File: src/rtl/loc_irq_timer_pkg.sv
package loc_irq_timer_pkg;
  localparam int DATA_W  = 32;
  localparam int ADDR_W  = 2;
  localparam int VEC_W   = 8;
  localparam int SHIFT_W = 3;
  localparam int DIV_W   = 4;

  localparam logic [ADDR_W-1:0] A_START = 2'd0;
  localparam logic [ADDR_W-1:0] A_DIV   = 2'd1;
  localparam logic [ADDR_W-1:0] A_VENT  = 2'd2;
  localparam logic [ADDR_W-1:0] A_CUR   = 2'd3;

  localparam int MASK_BIT = 16;
  localparam int PER_BIT  = 17;

  typedef struct packed {
    logic             periodic;
    logic             mask;
    logic [VEC_W-1:0] vector;
  } vent_t;

  function automatic logic [SHIFT_W-1:0] div_to_shift(input logic [DIV_W-1:0] d);
    logic [2:0] code;
    code = {d[3], d[1:0]};
    if (code == 3'b111) return '0;
    return SHIFT_W'(code) + SHIFT_W'(1);
  endfunction
endpackage

File: src/rtl/loc_irq_timer_prescaler.sv
module loc_irq_timer_prescaler
  import loc_irq_timer_pkg::*;
#(
  parameter int SW = SHIFT_W
) (
  input  logic          clk,
  input  logic          rst_n,
  input  logic          clear_i,
  input  logic [SW-1:0] shift_i,
  output logic          tick_o
);
  localparam int PRE_W = (1 << SW) - 1;

  logic [PRE_W-1:0] pre_q;
  logic [PRE_W:0]   lim_m1;

  assign lim_m1 = ((PRE_W+1)'(1) << shift_i) - (PRE_W+1)'(1);
  assign tick_o = ({1'b0, pre_q} >= lim_m1);

  always_ff @(posedge clk) begin
    if (!rst_n)        pre_q <= '0;
    else if (clear_i)  pre_q <= '0;
    else if (tick_o)   pre_q <= '0;
    else               pre_q <= pre_q + PRE_W'(1);
  end


  restart_clears_chk: assert property (@(posedge clk) disable iff (!rst_n)
    clear_i |=> (pre_q == '0));


  prescale_step_chk: assert property (@(posedge clk) disable iff (!rst_n)
    (!clear_i && !tick_o) |=> (pre_q == $past(pre_q) + PRE_W'(1)));
endmodule

File: src/rtl/loc_irq_timer_regs.sv
module loc_irq_timer_regs
  import loc_irq_timer_pkg::*;
#(
  parameter int CNT_W = 32
) (
  input  logic              clk,
  input  logic              rst_n,
  input  logic              wr_en,
  input  logic [ADDR_W-1:0] wr_addr,
  input  logic [DATA_W-1:0] wr_data,
  input  logic [ADDR_W-1:0] rd_addr,
  input  logic [CNT_W-1:0]  cur_i,
  output logic [DATA_W-1:0] rd_data,
  output logic              load_o,
  output logic [CNT_W-1:0]  load_val_o,
  output logic [CNT_W-1:0]  start_q,
  output logic [SHIFT_W-1:0] shift_q,
  output vent_t             vent_q
);
  logic [DIV_W-1:0] div_q;

  assign load_o     = wr_en && (wr_addr == A_START);
  assign load_val_o = wr_data[CNT_W-1:0];

  always_ff @(posedge clk) begin
    if (!rst_n) begin
      start_q <= '0;
      div_q   <= '0;
      shift_q <= '0;
      vent_q  <= '{periodic: 1'b0, mask: 1'b1, vector: '0};
    end else if (wr_en) begin
      case (wr_addr)
        A_START: start_q <= load_val_o;
        A_DIV: begin
          div_q   <= wr_data[DIV_W-1:0];
          shift_q <= div_to_shift(wr_data[DIV_W-1:0]);
        end
        A_VENT: vent_q <= '{periodic: wr_data[PER_BIT], mask: wr_data[MASK_BIT],
                            vector: wr_data[VEC_W-1:0]};
        default: ;
      endcase
    end
  end

  always_comb begin
    rd_data = '0;
    case (rd_addr)
      A_START: rd_data[CNT_W-1:0] = start_q;
      A_DIV:   rd_data[DIV_W-1:0] = div_q;
      A_VENT: begin
        rd_data[VEC_W-1:0] = vent_q.vector;
        rd_data[MASK_BIT]  = vent_q.mask;
        rd_data[PER_BIT]   = vent_q.periodic;
      end
      default: rd_data[CNT_W-1:0] = cur_i;
    endcase
  end


  start_capture_chk: assert property (@(posedge clk) disable iff (!rst_n)
    load_o |=> (start_q == $past(load_val_o)));


  cur_write_inert_chk: assert property (@(posedge clk) disable iff (!rst_n)
    (wr_en && wr_addr == A_CUR) |=> ($stable(start_q) && $stable(div_q) && $stable(vent_q)));
endmodule

File: src/rtl/loc_irq_timer_countdown.sv
module loc_irq_timer_countdown
  import loc_irq_timer_pkg::*;
#(
  parameter int CNT_W = 32
) (
  input  logic             clk,
  input  logic             rst_n,
  input  logic             load_i,
  input  logic [CNT_W-1:0] load_val_i,
  input  logic [CNT_W-1:0] start_i,
  input  logic             tick_i,
  input  vent_t            vent_i,
  output logic [CNT_W-1:0] cur_o,
  output logic             irq_valid_o,
  output logic [VEC_W-1:0] irq_vector_o
);
  logic armed, done_q, expire;

  assign armed  = (start_i != '0);
  assign expire = !load_i && tick_i && armed && (cur_o == '0) &&
                  (vent_i.periodic || !done_q);

  always_ff @(posedge clk) begin
    if (!rst_n) begin
      cur_o  <= '0;
      done_q <= 1'b0;
    end else if (load_i) begin
      cur_o  <= load_val_i;
      done_q <= 1'b0;
    end else if (tick_i && armed) begin
      if (vent_i.periodic) begin
        done_q <= 1'b0;
        cur_o  <= (cur_o == '0) ? start_i : cur_o - CNT_W'(1);
      end else if (!done_q) begin
        if (cur_o == '0) done_q <= 1'b1;
        else             cur_o  <= cur_o - CNT_W'(1);
      end
    end
  end

  always_ff @(posedge clk) begin
    if (!rst_n) begin
      irq_valid_o  <= 1'b0;
      irq_vector_o <= '0;
    end else begin
      irq_valid_o <= expire && !vent_i.mask;
      if (expire) irq_vector_o <= vent_i.vector;
    end
  end


  cur_bounded_chk: assert property (@(posedge clk) disable iff (!rst_n)
    cur_o <= start_i);


  oneshot_rest_chk: assert property (@(posedge clk) disable iff (!rst_n)
    (done_q && !vent_i.periodic) |-> (cur_o == '0));


  mask_gate_chk: assert property (@(posedge clk) disable iff (!rst_n)
    irq_valid_o |-> !$past(vent_i.mask));


  single_pulse_chk: assert property (@(posedge clk) disable iff (!rst_n)
    irq_valid_o |=> !irq_valid_o);


  reload_no_fire_chk: assert property (@(posedge clk) disable iff (!rst_n)
    load_i |=> !irq_valid_o);
endmodule

File: src/rtl/loc_irq_timer.sv
module loc_irq_timer
  import loc_irq_timer_pkg::*;
#(
  parameter int CNT_W = 32
) (
  input  logic              clk,
  input  logic              rst_n,
  input  logic              wr_en,
  input  logic [ADDR_W-1:0] wr_addr,
  input  logic [DATA_W-1:0] wr_data,
  input  logic [ADDR_W-1:0] rd_addr,
  output logic [DATA_W-1:0] rd_data,
  output logic              irq_valid,
  output logic [VEC_W-1:0]  irq_vector
);
  logic               load;
  logic [CNT_W-1:0]   load_val, start_q, cur;
  logic [SHIFT_W-1:0] shift_q;
  logic               tick;
  vent_t              vent_q;

  loc_irq_timer_regs #(.CNT_W(CNT_W)) u_regs (
    .clk(clk), .rst_n(rst_n), .wr_en(wr_en), .wr_addr(wr_addr), .wr_data(wr_data),
    .rd_addr(rd_addr), .cur_i(cur), .rd_data(rd_data), .load_o(load),
    .load_val_o(load_val), .start_q(start_q), .shift_q(shift_q), .vent_q(vent_q)
  );

  loc_irq_timer_prescaler #(.SW(SHIFT_W)) u_pre (
    .clk(clk), .rst_n(rst_n), .clear_i(load), .shift_i(shift_q), .tick_o(tick)
  );

  loc_irq_timer_countdown #(.CNT_W(CNT_W)) u_cnt (
    .clk(clk), .rst_n(rst_n), .load_i(load), .load_val_i(load_val), .start_i(start_q),
    .tick_i(tick), .vent_i(vent_q), .cur_o(cur), .irq_valid_o(irq_valid),
    .irq_vector_o(irq_vector)
  );
endmodule

File: config.mk
export PLATFORM = sky130hd
export DESIGN_NAME = loc_irq_timer
export DESIGN_NICKNAME = d
export VERILOG_FILES = /design/src/rtl/loc_irq_timer_pkg.sv /design/src/rtl/loc_irq_timer_prescaler.sv /design/src/rtl/loc_irq_timer_regs.sv /design/src/rtl/loc_irq_timer_countdown.sv /design/src/rtl/loc_irq_timer.sv
export SDC_FILE = /design/constraint.sdc
export NUM_CORES = 1
export LEC_CHECK = 0
export BUFFER_PORTS_ARGS = -buffer_cell sky130_fd_sc_hd__buf_2
export CORE_UTILIZATION = 35
export CTS_BUF_LIST = sky130_fd_sc_hd__clkbuf_8
export DETAILED_ROUTE_END_ITERATION = 7
export SYNTH_ARGS = -nofsm -noshare
export SYNTH_HDL_FRONTEND = slang
export SYNTH_SLANG_ARGS = --single-unit
File: constraint.sdc
create_clock -name clk -period 4 [get_ports clk]
set_input_delay 0.2 -clock clk [delete_from_list [all_inputs] [get_ports clk]]
set_output_delay 0.2 -clock clk [all_outputs]
set_load 0.01 [all_outputs]
; ---- Word-level counts from Yosys, hierarchy flattened
; Cells that the tools add are included.
[totals]
input_bits = 39
regBits = 98
out_inout_bits = 41
wordCells = 68
[classes]
n_mux = 20
eq_ne = 7
shift = 1
n_lt_le_gt_ge = 1
n_reduce_logical = 23
bitwise_logic = 1
n_addsub = 4
[ops]
columns = op, count
row1 = $mux W32, 6
row2 = $logic_not A32 Y1, 1
row3 = $reduce_bool A32 Y1, 1
row4 = $sub A32 B1 Y32 const B, 1
row5 = $pmux W14 S2, 1
row6 = $pmux W4 S3, 2
row7 = $pmux W8 S2, 1
row8 = $ge A7 B8 Y1, 1
row9 = $shl A1 B3 Y8 const A, 1
row10 = $sub A8 B2 Y8 const B, 1
row11 = $add A7 B1 Y7 const B, 1
row12 = $logic_and A1 B1 Y1, 7
row13 = $mux W1, 7
row14 = $mux W3, 2
row15 = $ne A3 B2 Y1 const B, 2
row16 = $pmux W2 S3, 1
row17 = $reduce_and A2 Y1, 3
row18 = $eq A2 B1 Y1 const B, 2
row19 = $eq A2 B2 Y1 const B, 2
row20 = $logic_not A2 Y1, 2
row21 = $reduce_or A2 Y1, 2
row22 = $add A3 B1 Y3 const B, 1
row23 = $eq A3 B3 Y1 const B, 1
row24 = $logic_not A1 Y1, 3
row25 = other kinds (5), 5

; ---- Logic depth before layout (Yosys ltp)
[depth]
word_depth = 8
depth_mapped = 16
mapped_depth_nobuf = 13

; ---- Cells and area by module
; Synthesis repeated with hierarchy kept, for this count alone.
[unflattened]
cells_unflattened = 690
area_unflattened_um2 = 5948.2
[modules_own_cells]
columns = module, cells_each, n_inst, area_per_inst_um2
row1 = loc_irq_timer_countdown, 356, 1, 2793.9
row2 = loc_irq_timer_regs, 282, 1, 2676.3
row3 = loc_irq_timer_prescaler, 52, 1, 478.0

; ---- Least setup slack after synthesis
; Ideal clock, no wire load.
[synth_path]
kind = reg-to-reg
start = register u_regs.shift_q[0]
end = register u_cnt.cur_o[4]
setup_ps = 95
synth_period_minus_slack_ps = 3210
t_arrival_ps = 3115
required_time_ps = 3905
stages_incl_launch_ff = 16
setup_slack_ps = 790
cell_sequence = dfxtp_1 -> clkbuf_1 -> or3_1 -> ha_1 -> clkbuf_1 -> nor3_1 -> a21oi_1 -> o21a_1 -> ha_1 -> and3_1 -> a31oi_1 -> a21oi_1 -> clkbuf_1 -> clkbuf_1 -> nand3_1 -> a221oi_1
[synth_between]
elab_chain_len = 6
[synth_lines]
columns = item, line
row1 = from (decl), loc_irq_timer_regs.sv:17  ; output logic [SHIFT_W-1:0] shift_q,
row2 = from (signal assigned), loc_irq_timer_regs.sv:36  ; shift_q <= div_to_shift(wr_data[DIV_W-1:0]);
row3 = $shl A1 B3 Y8, loc_irq_timer_prescaler.sv:17  ; assign lim_m1 = ((PRE_W+1)'(1) << shift_i) - (PRE_W+1)'(1);
row4 = $sub A8 B2 Y8, loc_irq_timer_prescaler.sv:17
row5 = $ge A7 B8 Y1, loc_irq_timer_prescaler.sv:18  ; assign tick_o = ({1'b0, pre_q} >= lim_m1);
row6 = $logic_and A1 B1 Y1, loc_irq_timer_countdown.sv:30  ; end else if (tick_i && armed) begin
row7 = $reduce_bool A2 Y1 (no line), --
row8 = $reduce_and A3 Y1 (no line), --
row9 = to (signal assigned), loc_irq_timer_countdown.sv:28  ; cur_o <= load_val_i;
row10 = to (signal assigned), loc_irq_timer_countdown.sv:33  ; cur_o <= (cur_o == '0) ? start_i : cur_o - CNT_W'(1);
row11 = to (signal assigned), loc_irq_timer_countdown.sv:36  ; else cur_o <= cur_o - CNT_W'(1);
row12 = to (decl), loc_irq_timer_countdown.sv:13  ; output logic [CNT_W-1:0] cur_o,
; Every way passes these cells.
; A chain may end at the register's enable or synchronous reset.

; ---- Final worst setup path
[layout_path]
start = register u_regs.shift_q[2]
end = register u_cnt.cur_o[7]
; The elaborated chain is that of the path after synthesis.

==> summary.md <==
| Metric | Value |
|---|---|
| Outcome | finished clean |
| CTS tree | yes |
| Final setup viols | 0 |
| GRT overflow | 0 |
| Die Height | 129 microns |
| Fill cell count | 1633 |
| Largest net degree at the start of global routing | 56 |
| Placed cell count | 962 |
| Post-CTS setup buffers | 0 |
| Power Density | 529 nW/um^2 |
| Register area | 1960 sq um |
| Hold path start | wr_data[18] |
| Layer with the highest usage | met2 |
| RD Place Congestion | 0.847 |
| Clk buf depth | 2 |
| Synth warnings | 0 |
| Reg power frac | 0.358 |
| Max-slew headroom | 0.183 |
| Fin. Hold Viols | 0 |
| Worst hold path type | in -> reg |
| Synthesized cell area | 5650 sq um |
| CP Launch Type | register |
| FFs w/ async S/R, synth | 0 |
| Max Clock Skew | 0.0100 ns |
| Clock transition at path regs | 0.10 ns |
| Global-route wire length before repair | 29.0 mm |
| Synth area leader | dfxtp_1 |
| Share of layout cells above drive strength 1 | 0.206 |
| Root Buffer | clkbuf_8 |
| Worst-case reg-to-reg path depth | 11 |
| DRC viols | 0 |
| Crit Path Category | reg -> reg |
| CTS H-tree lvls | 3 |
| FF+latch count, synth | 98 |
| Critical Path Sink Type | register |
| Crit path max fanout | 13 |
| Critical Path RT | 4.24 ns |
| RSZ-0062 raised after global routing | false |
| Data arrival time of the worst path | 3.82 ns |
| Site row count | 46 |
| Die ar. | 16700 sq um |
| Max Fclk | 279 MHz |
| Slew Limit Fails | 0 |
| Mean Syn Cell Area | 8.00 sq um |
| # IOs | 80 |
| GR Util met1 | 0.325 |
| Tcrit/Tclk final | 0.895 |
| Area of the multi-input gates | 3410 sq um |
| Comb power frac | 0.393 |
| Post-synth top area share | 0.347 |
| R2R setup slack | 0.42 ns |
| Post-DR vias/cell | 5.82 |
| Syn_nets | 759 |
| Routed len/inst | 18.9 microns |
| Sequential element share of the synthesized area | 0.347 |
| Worst reg2reg startpoint | u_regs.shift_q[2] |
| Clk Latency, worst-skew pair | 0.39 ns |
| Post-Route WL | 18.5 mm |
| Hold worst-path end | u_cnt.cur_o[18] |
| Num CTS Buffers | 9 |
| Final Non-Filler Cells | 978 |
| Clk sinks | 98 |
| Critical R2R Capture | u_cnt.cur_o[7] |
| Number of synthesized flops with an enable pin | 0 |
| Via count | 5692 |
| Final net count | 809 |
| Initial Util | 0.357 |
| Total leakage power | 2.65 nW |
| Worst VDD drop | 0.260 mV |
| Met2 Usage GRT | 0.347 |
| Top FF cell, synth | dfxtp_1 |
| Clock share of power | 0.250 |
| Synth top area cells | dfxtp_1, nand2_1, o21ai_0 |
| NetSw | 1.36 mW |
| Half-perimeter wire length after placement | 12.4 mm |
| Synth-to-layout area growth | 15.0% |
| Int Pwr | 2.08 mW |
| Grt met3 use | 0.0425 |
| Setup tns final | 0 ns |
| Global Route Usage Sum | 0.226 |
| Net Sw Frac | 0.396 |
| # diodes | 0 |
| Hold depth | 3 |
| Final ANT Viol Nets | 0 |
| Port buffer count | 79 |
| Drt initial violations | 518 |
| Yosys cell types | 62 |
| Cts hold-fix bufs | 0 |
| Mapped Cells | 707 |
| Minimum clock period | 3.58 ns |
| DRT Pass-1 Iters | 7 |
| Initial antenna violation count | 0 |
| Worst slew pin tran | 1.22 ns |
| Max Cap Violations | 0 |
| Die Span X | 129 microns |
| Post-cts repair resize count | 0 |
| Core area | 15800 sq um |
| Vias in the first global route | 5093 |
## metrics by stage
step           power, mW  setup WS (ns)  hold WS (ns)  area (sq um)  utilization
6_report            3.44          0.422        0.0477          6500        0.411
4_1_cts             3.43          0.454        0.0296          6500        0.411
5_1_grt             3.63          0.258        0.0259          6500        0.411
2_1_floorplan       2.16          0.790         0.325          5650            -
3_5_place_dp        2.57          0.449         0.449          6240        0.394
3_3_place_gp        2.56          0.543         0.447          6240        0.394
## state kept, by name (all words and copies together), names as in the netlist
name,cells
u_cnt.cur_o,32
u_cnt.done_q,1
u_cnt.irq_valid_o,1
u_cnt.irq_vector_o,8
u_pre.pre_q,7
u_regs.div_q,4
u_regs.shift_q,3
u_regs.start_q,32
u_regs.vent_q,10
## worst max path at each step
stage / from / endpoint / slack [ns]
floorplan: u_regs.shift_q[0] / u_cnt.cur_o[4] / 0.79
global placement: u_regs.shift_q[2] / u_cnt.cur_o[7] / 0.54
detailed placement: u_regs.shift_q[2] / u_cnt.cur_o[7] / 0.45
CTS: u_regs.shift_q[2] / u_cnt.cur_o[7] / 0.45
global route: u_regs.shift_q[2] / u_cnt.cur_o[7] / 0.26
finish: u_regs.shift_q[2] / u_cnt.cur_o[7] / 0.42
## cell families (layout without fill, tap and decap cells)
kind of cell    after synthesis  count (layout)  share of synthesized area
fa+ha+maj                    13              13                     0.0288
simple gates                256             256                      0.222
compound gates              229             229                      0.270
buf+inv                      71             126                     0.0527
mux                          31              31                     0.0657
flops                        98              98                      0.347
xor+xnor                      9               9                     0.0139
## layer usage
layer / vias up / wire length (microns)
li1: 2746 / -
met1: 2711 / 8780
met3: 21 / 1290
met4: 0 / 240
met2: 214 / 8190
met5: - / 0
## cell type report
| type | count | area share |
|---|---|---|
| clock buffer | 9 | 0.0191 |
| clock inverter | 7 | 0.0217 |
| inverter | 9 | 0.00520 |
| multi-input combinational | 538 | 0.524 |
| sequential | 98 | 0.302 |
| tap | 216 | 0.0416 |
| timing repair buffer | 101 | 0.0862 |
## power groups by stage
stage | clock network (mW) | logic, mW | registers, mW
finish | 0.858 | 1.35 | 1.23
global route | 0.914 | 1.47 | 1.25
CTS | 0.873 | 1.33 | 1.23
detailed placement | 0 | 1.32 | 1.25
global placement | 0 | 1.31 | 1.25
floorplan | 0 | 0.982 | 1.17
## layout by cell type (no fill, tap or decap), types with 10 or more instances in the layout
cell      instances
dfxtp_1          98
buf_4            22
a22o_1           28
nand2_1          86
nor2_1           48
a211oi_1         10
a21oi_1          49
nor4_1           22
buf_2            79
mux2i_1          18
ha_1             13
a31oi_1          22
o21ai_0          52
nor3_1           15
nand3_1          29
o31ai_1          12
## synthesized netlist by cell type (3+ instances only)
master     instances
ha_1              13
nand2_1           86
nand4_1            9
mux2i_1           18
o2bb2ai_1          3
o21ai_0           52
and3_1             7
a31oi_1           22
a211oi_1          11
nor2_1            49
nor3_1            15
buf_6              3
nand3_1           29
mux4_2             4
or3_1              6
a21o_1             3
o211ai_1           3
inv_1              8
o21a_1             3
buf_1              6
xor2_1             4
xnor2_1            5
dfxtp_1           98
a31o_2             8
or2_2              7
a21oi_1           50
o2111ai_1          7
nand2b_1           3
o31a_1             3
or4_1              7
a22o_1            28
mux2_2             9
buf_2              7
o31ai_1           12
a2bb2oi_1          4
clkbuf_1          46
nor4_1            22
a311oi_1           7
## critical path, cell delays in order (launching register included)
cell      delay (ns)
dfxtp_1         0.37
or3_1           0.41
ha_1            0.28
nor3_1          0.17
a21oi_1         0.06
o21a_1          0.18
ha_1            0.27
and3_1          0.19
a31oi_1         0.15
a211oi_2        1.01
and3_1          0.29
nor4_1          0.05
No activity file was read; power rests on OpenSTA's default activity.
